===== config.mk =====
export PLATFORM = sky130hd
export DESIGN_NAME = sbc_regif
export DESIGN_NICKNAME = d
export VERILOG_FILES = /design/src/rtl/sbc_pkg.sv /design/src/rtl/sbc_xfer_ctl.sv /design/src/rtl/sbc_int_stat.sv /design/src/rtl/sbc_regif.sv
export SDC_FILE = /design/constraint.sdc
export NUM_CORES = 1
export LEC_CHECK = 0
export CORE_UTILIZATION = 35
export CTS_CLUSTER_SIZE = 25
export DETAILED_ROUTE_END_ITERATION = 10
export GPL_TIMING_DRIVEN = 0
export PLACE_DENSITY = 0.65
export SLEW_MARGIN = 5
export SYNTH_ARGS = -nofsm -noshare
export SYNTH_HDL_FRONTEND = slang
export SYNTH_SLANG_ARGS = --single-unit
export TNS_END_PERCENT = 100

===== constraint.sdc =====
create_clock -name clk -period 3.01 [get_ports clk]
set_clock_uncertainty 0.15 [all_clocks]
set_input_delay 0.602 -clock clk [delete_from_list [all_inputs] [get_ports clk]]
set_output_delay 0.602 -clock clk [all_outputs]
set_load 0.01 [all_outputs]

===== src/rtl/sbc_pkg.sv =====
package sbc_pkg;
  localparam int unsigned BUS_AW = 8;
  localparam int unsigned BUS_DW = 32;
  localparam int unsigned N_SRC  = 3;

  localparam logic [BUS_AW-1:0] OFF_CTRL = 8'h00;
  localparam logic [BUS_AW-1:0] OFF_CCR  = 8'h04;
  localparam logic [BUS_AW-1:0] OFF_INTE = 8'h08;
  localparam logic [BUS_AW-1:0] OFF_INTS = 8'h0C;
  localparam logic [BUS_AW-1:0] OFF_ADDR = 8'h10;
  localparam logic [BUS_AW-1:0] OFF_DATA = 8'h1C;
  localparam logic [BUS_AW-1:0] OFF_LCR  = 8'h24;
  localparam logic [BUS_AW-1:0] OFF_DMCR = 8'h28;
  localparam logic [BUS_AW-1:0] OFF_CMD  = 8'h2C;
  localparam logic [BUS_AW-1:0] OFF_DAR  = 8'h30;

  localparam logic [7:0] CMD_RD_B = 8'h8B;
  localparam logic [7:0] CMD_RD_H = 8'h9C;
  localparam logic [7:0] CMD_RD_W = 8'hA6;

  localparam logic [23:0] INIT_WORD_RST = 24'h7C3E00;

  // Mask of valid read bits for a command; zero for non-read commands.
  function automatic logic [BUS_DW-1:0] read_mask(input logic [7:0] code);
    case (code)
      CMD_RD_B: read_mask = 32'h0000_00FF;
      CMD_RD_H: read_mask = 32'h0000_FFFF;
      CMD_RD_W: read_mask = 32'hFFFF_FFFF;
      default:  read_mask = 32'h0;
    endcase
  endfunction

  function automatic logic is_read(input logic [7:0] code);
    is_read = (code == CMD_RD_B) || (code == CMD_RD_H) || (code == CMD_RD_W);
  endfunction
endpackage


===== src/rtl/sbc_xfer_ctl.sv =====
module sbc_xfer_ctl (
  input  logic clk,
  input  logic rst_n,
  input  logic wr_ctrl,
  input  logic wd_srst,
  input  logic wd_gie,
  input  logic wd_abort,
  input  logic wd_start,
  input  logic wr_dmcr,
  input  logic wd_init,
  input  logic eng_done,
  input  logic init_done,
  output logic busy,
  output logic gie,
  output logic srst,
  output logic init_busy,
  output logic eng_start,
  output logic eng_abort,
  output logic init_start,
  output logic xfer_end,
  output logic abort_evt
);
  logic do_srst, do_abort, do_start, do_init;

  // Priority inside one CTRL write: soft reset, then abort, then launch.
  assign do_srst  = wr_ctrl & wd_srst;
  assign do_abort = wr_ctrl & ~wd_srst & wd_abort & busy;
  assign do_start = wr_ctrl & ~wd_srst & ~wd_abort & wd_start & ~busy & ~init_busy;
  assign do_init  = wr_dmcr & wd_init & ~busy & ~init_busy;
  assign xfer_end  = busy & eng_done & ~do_abort;
  assign abort_evt = do_abort;

  always_ff @(posedge clk or negedge rst_n) begin
    if (!rst_n) begin
      busy <= 1'b0; gie <= 1'b0; srst <= 1'b0; init_busy <= 1'b0;
      eng_start <= 1'b0; eng_abort <= 1'b0; init_start <= 1'b0;
    end else if (srst) begin
      busy <= 1'b0; gie <= 1'b0; srst <= 1'b0; init_busy <= 1'b0;
      eng_start <= 1'b0; eng_abort <= 1'b0; init_start <= 1'b0;
    end else begin
      srst       <= do_srst;
      eng_start  <= do_start;
      eng_abort  <= do_abort;
      init_start <= do_init;
      if (wr_ctrl && !wd_srst) gie <= wd_gie;
      if (do_start)                 busy <= 1'b1;
      else if (do_abort || xfer_end) busy <= 1'b0;
      if (do_init)        init_busy <= 1'b1;
      else if (init_done) init_busy <= 1'b0;
    end
  end

  AST_START_MEANS_BUSY: assert property (@(posedge clk) disable iff (!rst_n)
    eng_start |-> busy);
  AST_ABORT_LEAVES_IDLE: assert property (@(posedge clk) disable iff (!rst_n)
    eng_abort |-> (!busy && !eng_start));
  AST_SRST_ONE_CYCLE: assert property (@(posedge clk) disable iff (!rst_n)
    srst |=> !srst);
  AST_INIT_HELD: assert property (@(posedge clk) disable iff (!rst_n || srst)
    (init_busy && !init_done) |=> init_busy);
endmodule


===== src/rtl/sbc_int_stat.sv =====
module sbc_int_stat #(
  parameter int unsigned NSRC = 3,
  parameter int unsigned POSW = 4
) (
  input  logic            clk,
  input  logic            rst_n,
  input  logic            clr,
  input  logic [NSRC-1:0] w1c_mask,
  input  logic            wr_en_reg,
  input  logic [NSRC-1:0] en_wdata,
  input  logic [NSRC-1:0] set_vec,
  input  logic            load_detail,
  input  logic            ack_err_in,
  input  logic [POSW-1:0] err_pos_in,
  input  logic            gie,
  output logic [NSRC-1:0] flags,
  output logic [NSRC-1:0] enables,
  output logic            ack_err,
  output logic [POSW-1:0] err_pos,
  output logic            irq
);
  for (genvar i = 0; i < NSRC; i++) begin : g_src
    always_ff @(posedge clk or negedge rst_n) begin
      if (!rst_n)          flags[i] <= 1'b0;
      else if (clr)        flags[i] <= 1'b0;
      else if (set_vec[i]) flags[i] <= 1'b1;
      else if (w1c_mask[i]) flags[i] <= 1'b0;
    end

    AST_FLAG_SET: assert property (@(posedge clk) disable iff (!rst_n || clr)
      set_vec[i] |=> flags[i]);
    AST_FLAG_CLEAR: assert property (@(posedge clk) disable iff (!rst_n || clr)
      (w1c_mask[i] && !set_vec[i]) |=> !flags[i]);
  end

  always_ff @(posedge clk or negedge rst_n) begin
    if (!rst_n) begin
      enables <= '0; ack_err <= 1'b0; err_pos <= '0;
    end else if (clr) begin
      enables <= '0; ack_err <= 1'b0; err_pos <= '0;
    end else begin
      if (wr_en_reg) enables <= en_wdata;
      if (load_detail) begin
        ack_err <= ack_err_in;
        err_pos <= err_pos_in;
      end
    end
  end

  assign irq = gie & |(flags & enables);

  AST_DETAIL_LOADED: assert property (@(posedge clk) disable iff (!rst_n || clr)
    load_detail |=> (ack_err == $past(ack_err_in)));
endmodule


===== src/rtl/sbc_regif.sv =====
module sbc_regif
  import sbc_pkg::*;
(
  input  logic        clk,
  input  logic        rst_n,
  input  logic        bus_wr,
  input  logic [7:0]  bus_addr,
  input  logic [31:0] bus_wdata,
  output logic [31:0] bus_rdata,
  output logic        irq,
  output logic        eng_start,
  output logic        eng_abort,
  output logic [7:0]  eng_cmd,
  output logic [7:0]  eng_reg_addr,
  output logic [31:0] eng_wdata,
  output logic [15:0] eng_hw_addr,
  output logic [7:0]  eng_rt_addr,
  input  logic        eng_done,
  input  logic        eng_err,
  input  logic        eng_ack_err,
  input  logic [3:0]  eng_err_pos,
  input  logic [31:0] eng_rdata,
  output logic        init_start,
  output logic [23:0] init_word,
  input  logic        init_done,
  output logic [7:0]  clk_div,
  output logic [2:0]  sda_delay,
  output logic        sda_ovr_en,
  output logic        sda_ovr_lvl,
  output logic        scl_ovr_en,
  output logic        scl_ovr_lvl,
  input  logic        sda_in,
  input  logic        scl_in
);
  localparam int unsigned POSW = 4;

  logic busy, gie, srst, init_busy, xfer_end, abort_evt;
  logic wr_ok;
  logic hit_ctrl, hit_ccr, hit_inte, hit_ints, hit_addr, hit_data;
  logic hit_lcr, hit_dmcr, hit_cmd, hit_dar, blocked;
  logic [10:0] ccr_q;
  logic [7:0]  addr_q, cmd_q;
  logic [31:0] data_q;
  logic [3:0]  lcr_q;
  logic [23:0] dmcr_q, dar_q;
  logic [N_SRC-1:0] flags, enables, set_vec;
  logic        ack_err;
  logic [POSW-1:0] err_pos;

  assign wr_ok    = bus_wr & ~srst;
  assign hit_ctrl = wr_ok && (bus_addr == OFF_CTRL);
  assign hit_ccr  = wr_ok && (bus_addr == OFF_CCR);
  assign hit_inte = wr_ok && (bus_addr == OFF_INTE);
  assign hit_ints = wr_ok && (bus_addr == OFF_INTS);
  assign hit_addr = wr_ok && (bus_addr == OFF_ADDR);
  assign hit_data = wr_ok && (bus_addr == OFF_DATA);
  assign hit_lcr  = wr_ok && (bus_addr == OFF_LCR);
  assign hit_dmcr = wr_ok && (bus_addr == OFF_DMCR);
  assign hit_cmd  = wr_ok && (bus_addr == OFF_CMD);
  assign hit_dar  = wr_ok && (bus_addr == OFF_DAR);
  assign blocked  = busy & (hit_addr | hit_data | hit_cmd | hit_dar);

  sbc_xfer_ctl u_ctl (
    .clk(clk), .rst_n(rst_n),
    .wr_ctrl(hit_ctrl), .wd_srst(bus_wdata[0]), .wd_gie(bus_wdata[1]),
    .wd_abort(bus_wdata[6]), .wd_start(bus_wdata[7]),
    .wr_dmcr(hit_dmcr), .wd_init(bus_wdata[31]),
    .eng_done(eng_done), .init_done(init_done),
    .busy(busy), .gie(gie), .srst(srst), .init_busy(init_busy),
    .eng_start(eng_start), .eng_abort(eng_abort), .init_start(init_start),
    .xfer_end(xfer_end), .abort_evt(abort_evt)
  );

  // Source order: 0 transfer over, 1 transfer error, 2 load busy.
  assign set_vec = {blocked, (xfer_end & eng_err) | abort_evt, xfer_end};

  sbc_int_stat #(.NSRC(N_SRC), .POSW(POSW)) u_stat (
    .clk(clk), .rst_n(rst_n), .clr(srst),
    .w1c_mask(hit_ints ? bus_wdata[N_SRC-1:0] : '0),
    .wr_en_reg(hit_inte), .en_wdata(bus_wdata[N_SRC-1:0]),
    .set_vec(set_vec), .load_detail(xfer_end),
    .ack_err_in(eng_ack_err), .err_pos_in(eng_err_pos),
    .gie(gie), .flags(flags), .enables(enables),
    .ack_err(ack_err), .err_pos(err_pos), .irq(irq)
  );

  always_ff @(posedge clk or negedge rst_n) begin
    if (!rst_n) begin
      ccr_q <= '0; addr_q <= '0; cmd_q <= '0; data_q <= '0;
      lcr_q <= '0; dmcr_q <= INIT_WORD_RST; dar_q <= '0;
    end else if (srst) begin
      ccr_q <= '0; addr_q <= '0; cmd_q <= '0; data_q <= '0;
      lcr_q <= '0; dmcr_q <= INIT_WORD_RST; dar_q <= '0;
    end else begin
      if (hit_ccr)  ccr_q  <= bus_wdata[10:0];
      if (hit_lcr)  lcr_q  <= bus_wdata[3:0];
      if (hit_dmcr) dmcr_q <= bus_wdata[23:0];
      if (!busy) begin
        if (hit_addr) addr_q <= bus_wdata[7:0];
        if (hit_cmd)  cmd_q  <= bus_wdata[7:0];
        if (hit_dar)  dar_q  <= bus_wdata[23:0];
        if (hit_data) data_q <= bus_wdata;
      end
      if (xfer_end && is_read(cmd_q)) data_q <= eng_rdata & read_mask(cmd_q);
    end
  end

  always_comb begin
    case (bus_addr)
      OFF_CTRL: bus_rdata = {24'h0, busy, 5'h0, gie, srst};
      OFF_CCR:  bus_rdata = {21'h0, ccr_q};
      OFF_INTE: bus_rdata = {{(32-N_SRC){1'b0}}, enables};
      OFF_INTS: bus_rdata = {15'h0, ack_err, 4'h0, err_pos, 5'h0, flags};
      OFF_ADDR: bus_rdata = {24'h0, addr_q};
      OFF_DATA: bus_rdata = data_q;
      OFF_LCR:  bus_rdata = {26'h0, scl_in, sda_in, lcr_q};
      OFF_DMCR: bus_rdata = {init_busy, 7'h0, dmcr_q};
      OFF_CMD:  bus_rdata = {24'h0, cmd_q};
      OFF_DAR:  bus_rdata = {8'h0, dar_q};
      default:  bus_rdata = 32'h0;
    endcase
  end

  assign eng_cmd      = cmd_q;
  assign eng_reg_addr = addr_q;
  assign eng_wdata    = data_q;
  assign eng_hw_addr  = dar_q[15:0];
  assign eng_rt_addr  = dar_q[23:16];
  assign init_word    = dmcr_q;
  assign clk_div      = ccr_q[7:0];
  assign sda_delay    = ccr_q[10:8];
  assign sda_ovr_en   = lcr_q[0];
  assign sda_ovr_lvl  = lcr_q[1];
  assign scl_ovr_en   = lcr_q[2];
  assign scl_ovr_lvl  = lcr_q[3];

  AST_BLOCKED_CMD_HOLDS: assert property (@(posedge clk) disable iff (!rst_n || srst)
    (busy && hit_cmd) |=> $stable(eng_cmd));
  AST_BLOCKED_FLAGS: assert property (@(posedge clk) disable iff (!rst_n || srst)
    blocked |=> flags[2]);
endmodule


Word-level counts from Yosys, hierarchy flattened
Cells that the tools add are included.

storage, ports and cells
  register bits = 129
  input port bits = 85
  output and inout bits = 147
  logic and storage cells = 151

operators by class
  equality and inequality tests = 14
  mux-type cells = 51
  bitwise gates (word level) = 29
  reduce and logical (&&, ||, !) cells = 37

operators with widths
  cell                  number
  $pmux W32 S10         1
  $mux W32              6
  $mux W24              5
  $pmux W32 S3          1
  $mux W8               6
  $and A32 B32 Y32      1
  $eq A8 B6 Y1 const B  4
  $eq A8 B8 Y1 const B  3
  $mux W1               23
  $mux W11              2
  $reduce_bool A2 Y1    9
  $reduce_bool A3 Y1    6
  $and A1 B1 Y1         17
  $eq A8 B4 Y1 const B  2
  $eq A8 B5 Y1 const B  2
  $mux W4               4
  $logic_and A1 B1 Y1   12
  $mux W3               3
  $eq A8 B3 Y1 const B  1
  $logic_not A8 Y1      1
  $reduce_and A2 Y1     4
  $not A1 Y1            6
  $or A1 B1 Y1          4
  $and A3 B3 Y3         1
  other kinds (5)       7

Depth between registers and ports, before layout
  depth after elaboration = 14
  mapped depth = 9
  mapped depth without buffers = 5

Hierarchy
Synthesis repeated with hierarchy kept, for this count alone.

second synthesis, totals
  cell total of the unflattened synthesis = 752
  area, all modules = 6721.4 sq um

by module, submodules not included
  module        times used  cells each  area an instance (sq um)  sequential area each (sq um)
  sbc_regif     1           686         5969.5                    2790.2
  sbc_int_stat  1           40          459.2                     275.3
  sbc_xfer_ctl  1           26          292.8                     175.2

Least setup slack after synthesis
Ideal clock, no wire load.

  kind = input -> output
  start point = input port bus_addr[4]
  end point = output port bus_rdata[10]
  data arrival time = 2.200 ns
  data required time = 2.258 ns
  slack = 0.058 ns
  stages on the path = 6
  buffers on the path = 2
  path through = or4b_2 -> clkbuf_1 -> nor2_1 -> buf_2 -> a22oi_1 -> nand3_1

on the way
  word-level cells in the longest chain between the ends = 2
  elaborated cells on any way between the ends = 11
  classes of those cells = eq/ne: 9; mux: 1; reduce/logical: 1

RTL lines
  what                                        line              RTL
  from (decl)                                 sbc_regif.sv:7    input logic [7:0] bus_addr,
  $eq A8 B6 Y1, or another cell as far along  sbc_regif.sv:109  case (bus_addr)
  $pmux W32 S10 (*)                           sbc_regif.sv:109
  to (decl)                                   sbc_regif.sv:9    output logic [31:0] bus_rdata,

Every way passes the cells marked *; elsewhere a longest branch is shown, timed or not.

Worst setup path in the final report
  start point = input port bus_addr[3]
  end point = output port bus_rdata[3]

The elaborated chain is that of the path after synthesis.

==> impl_results.md <==
* Met1 WL at 11.3 mm
* Max Fclk at 334 MHz
* Synth warnings at 0
* Num ports at 232
* Status: completed
* Starting Density at 36.3%
* Post-route insts no fill at 1190
* #FFs+latches synth at 129
* Post-placement cell area at 8930 sq um
* Worst setup margin at 20.2 ps
* Register area share after synthesis at 50.9%
* Peak supply drop at 0.422 mV
* Area leader, netlist: dfrtp_1
* Post-route cell area at 9910 sq um
* H-tree lvl count at 4
* Worst Hold Class: in -> async
* Comb pwr share at 12.1%
* Distinct cells, synth at 53
* Fin nets at 1037
* Worst Tran Pin Value at 887 ps
* Via count at 6872
* Share of the synthesized area in the top cell type at 46.8%
* Crit Path Class: in -> out
* Final Wtd Congestion at 0.897
* Highest routing layer actually used: met5
* Reg power frac at 41.4%
* DR WL met2 at 12.2 mm
* DR vias/cell at 5.77
* Avg Cell Area, Syn at 9.34 sq um
* DR iter-0 viols at 605
* Worst path slowest cell: a22oi_1
* Hold Vio Cnt, Final at 0
* FF-to-FF setup slack at 180 ps
* GRT Total Usage at 29.4%
* Clock root cell: clkbuf_16
* Max cap viols at 0
* Leak pwr at 4.49 nW
* PortBufs at 226
* Switching share of power at 25.1%
* Int Pwr at 3.49 mW
* Grt total ovfl at 0
* Post-synth top cells: nand2_1 (139), dfrtp_1 (119), nand3_1 (57), a21oi_1 (47), clkbuf_1 (42)
* CP bufs+invs at 4
* Global-route wire length before repair at 39.9 mm
* WP data arrival at 2240 ps
* Rows at 48
* Routed WL at 26.9 mm
* Core Box Area at 17500 sq um
* Slew headroom at 40.9%
* Clock Power Share at 46.5%
* Placed instance count at 1133
* Post-DP HPWL at 19.0 mm
* Cell family with most CP delay: buffers and inverters
* Die height at 137 microns
* Syn Nets at 766
* Main synth FF type: dfrtp_1
* Clock sinks at 129
* Clock Path Buffers at 2
* Required @ worst endpoint at 2260 ps
* Vias in the first global route at 6462
* Worst setup SP type: input port
* Max incr delay on CP at 320 ps
* Met3 WL at 2.81 mm
* Synthesized instance count at 681
* RSZ-0062 raised after global routing: yes
* Pwr dens at 471 nW/um^2
* Clk Latency, worst-skew pair at 420 ps
* Dpl ws at -2010 ps
* ANT cells at 0
* # fillers at 1615
* Layout area overhead at 55.7%
* First drt pass iteration count at 7
* Die X at 137 microns
* Net switching power at 1.17 mW
* CTS tree: yes
* Final Slew Violations at 0
* Share of post-route cells with drive strength above 1 at 16.2%
* Tmin final at 2990 ps
* WHS at 64.2 ps
* Remaining DRCs at 0
* Crit Path Max Fanout at 10
* Crit. End Element: primary output
* Detail Route Antenna Nets at 0
* Total CTS buffers at 17
* Final setup viols at 0
* Most frequent cell after synthesis: nand2_1
* CP Cell Sequence: clkbuf_4 -> and4bb_2 -> and3_4 -> buf_8 -> clkbuf_8 -> a22oi_1 -> nand3_1 -> buf_2
* Number of flops mapped to enable cells by yosys at 0
* Fin crit share at 99.3%
* Async set or reset register ratio after synthesis at 100%
* Register clock-pin slew on the reported worst setup and hold paths at 60 ps
* Pin count of the biggest net entering global routing at 79
* Synthesized area at 6360 sq um
* Tot Pwr at 4.66 mW
* Initial antenna violation count at 1
* Synth area leaders: dfrtp_1 (47%), nand2_1 (8.2%), nand3_1 (4.5%)
* Die Area at 18700 sq um
* Wire per inst at 22.6 microns
## sequential cells by signal, indices dropped and copies added (netlist names), 3 cells and up
| signal | flops |
|---|---|
| eng_wdata | 32 |
| eng_cmd | 8 |
| ccr_q | 11 |
| lcr_q | 4 |
| dar_q | 24 |
| u_stat.err_pos | 4 |
| init_word | 24 |
| u_stat.flags | 3 |
| eng_reg_addr | 8 |
| u_stat.enables | 3 |
## through the flow
step	util, %	TNS [ps]
2_1_floorplan	-	0
3_3_place_gp	50.8	-623080
3_5_place_dp	50.9	-106170
4_1_cts	56.3	0
5_1_grt	56.5	-6.97
6_report	56.5	0
## power groups by stage
stage	Sequential, mW	Clock [mW]	Combinational (mW)
floorplan	1.97	0	0.122
global placement	1.96	0	0.543
detailed placement	1.96	0	0.553
CTS	1.93	2.18	0.564
global route	1.94	2.25	0.608
finish	1.93	2.17	0.565
## layer usage
metal | vias up | global-route usage, %
met4 | 2 | 9.46
met2 | 407 | 44.9
met3 | 49 | 7.96
met1 | 3393 | 40.2
met5 | - | 0
li1 | 3021 | -
## worst paths after layout
check	from	to	cells past startpoint
setup reg to reg	u_ctl.srst	eng_wdata[5]	8
hold reg to reg	eng_wdata[12]	eng_wdata[12]	1
hold / removal	rst_n	eng_wdata[30]	1
max in group asynchronous	rst_n	init_word[10]	2
setup / recovery	bus_addr[3]	bus_rdata[3]	8
min in group clk	eng_wdata[12]	eng_wdata[12]	1
## cell families (layout without fill, tap and decap cells)
family | count (synthesis) | count (layout) | share of synthesized area [%]
compound gates | 172 | 172 | 19.8
buf+inv | 74 | 358 | 4.96
flops | 129 | 129 | 50.9
mux | 11 | 11 | 1.77
simple gates | 295 | 295 | 22.5
## layout by cell type, fill, tap and decap left out, types with 20 or more instances in the layout
master and count:
o21ai_0 28, a221o_1 20, a21oi_1 47, clkdlybuf4s50_1 191, and3_1 25, nand3_1 57
a22oi_1 27, buf_2 25, nor2_1 28, nand2_1 139, clkbuf_1 30, dfrtp_1 119
buf_4 24
## timing repair
item | in CTS | in global routing
hold buffers | 0 | 0
endpoints found under the setup margin | 85 | 45
pin swaps | 25 | 12
buffers inserted | 24 | 4
resized for setup | 176 | 12
## worst register-to-register path: stages (launching register included)
cell      delay, ps
dfrtp_1         320
clkbuf_1        300
nor2b_1         150
a41oi_4         450
o21ai_2         290
nor2b_1         210
clkbuf_1        190
buf_2           270
a221o_2         420
## cell type report
type	instances	area, sq um	area share, %
Timing Repair Buffer	255	2410	24.3
Multi-Input combinational cell	478	2900	29.3
Sequential cell	129	3240	32.7
Tap cell	225	282	2.84
Buffer	54	395	3.99
Clock inverter	13	160	1.62
Clock buffer	19	453	4.57
Inverter	17	63.8	0.644
(Power assumes the default switching activity.)
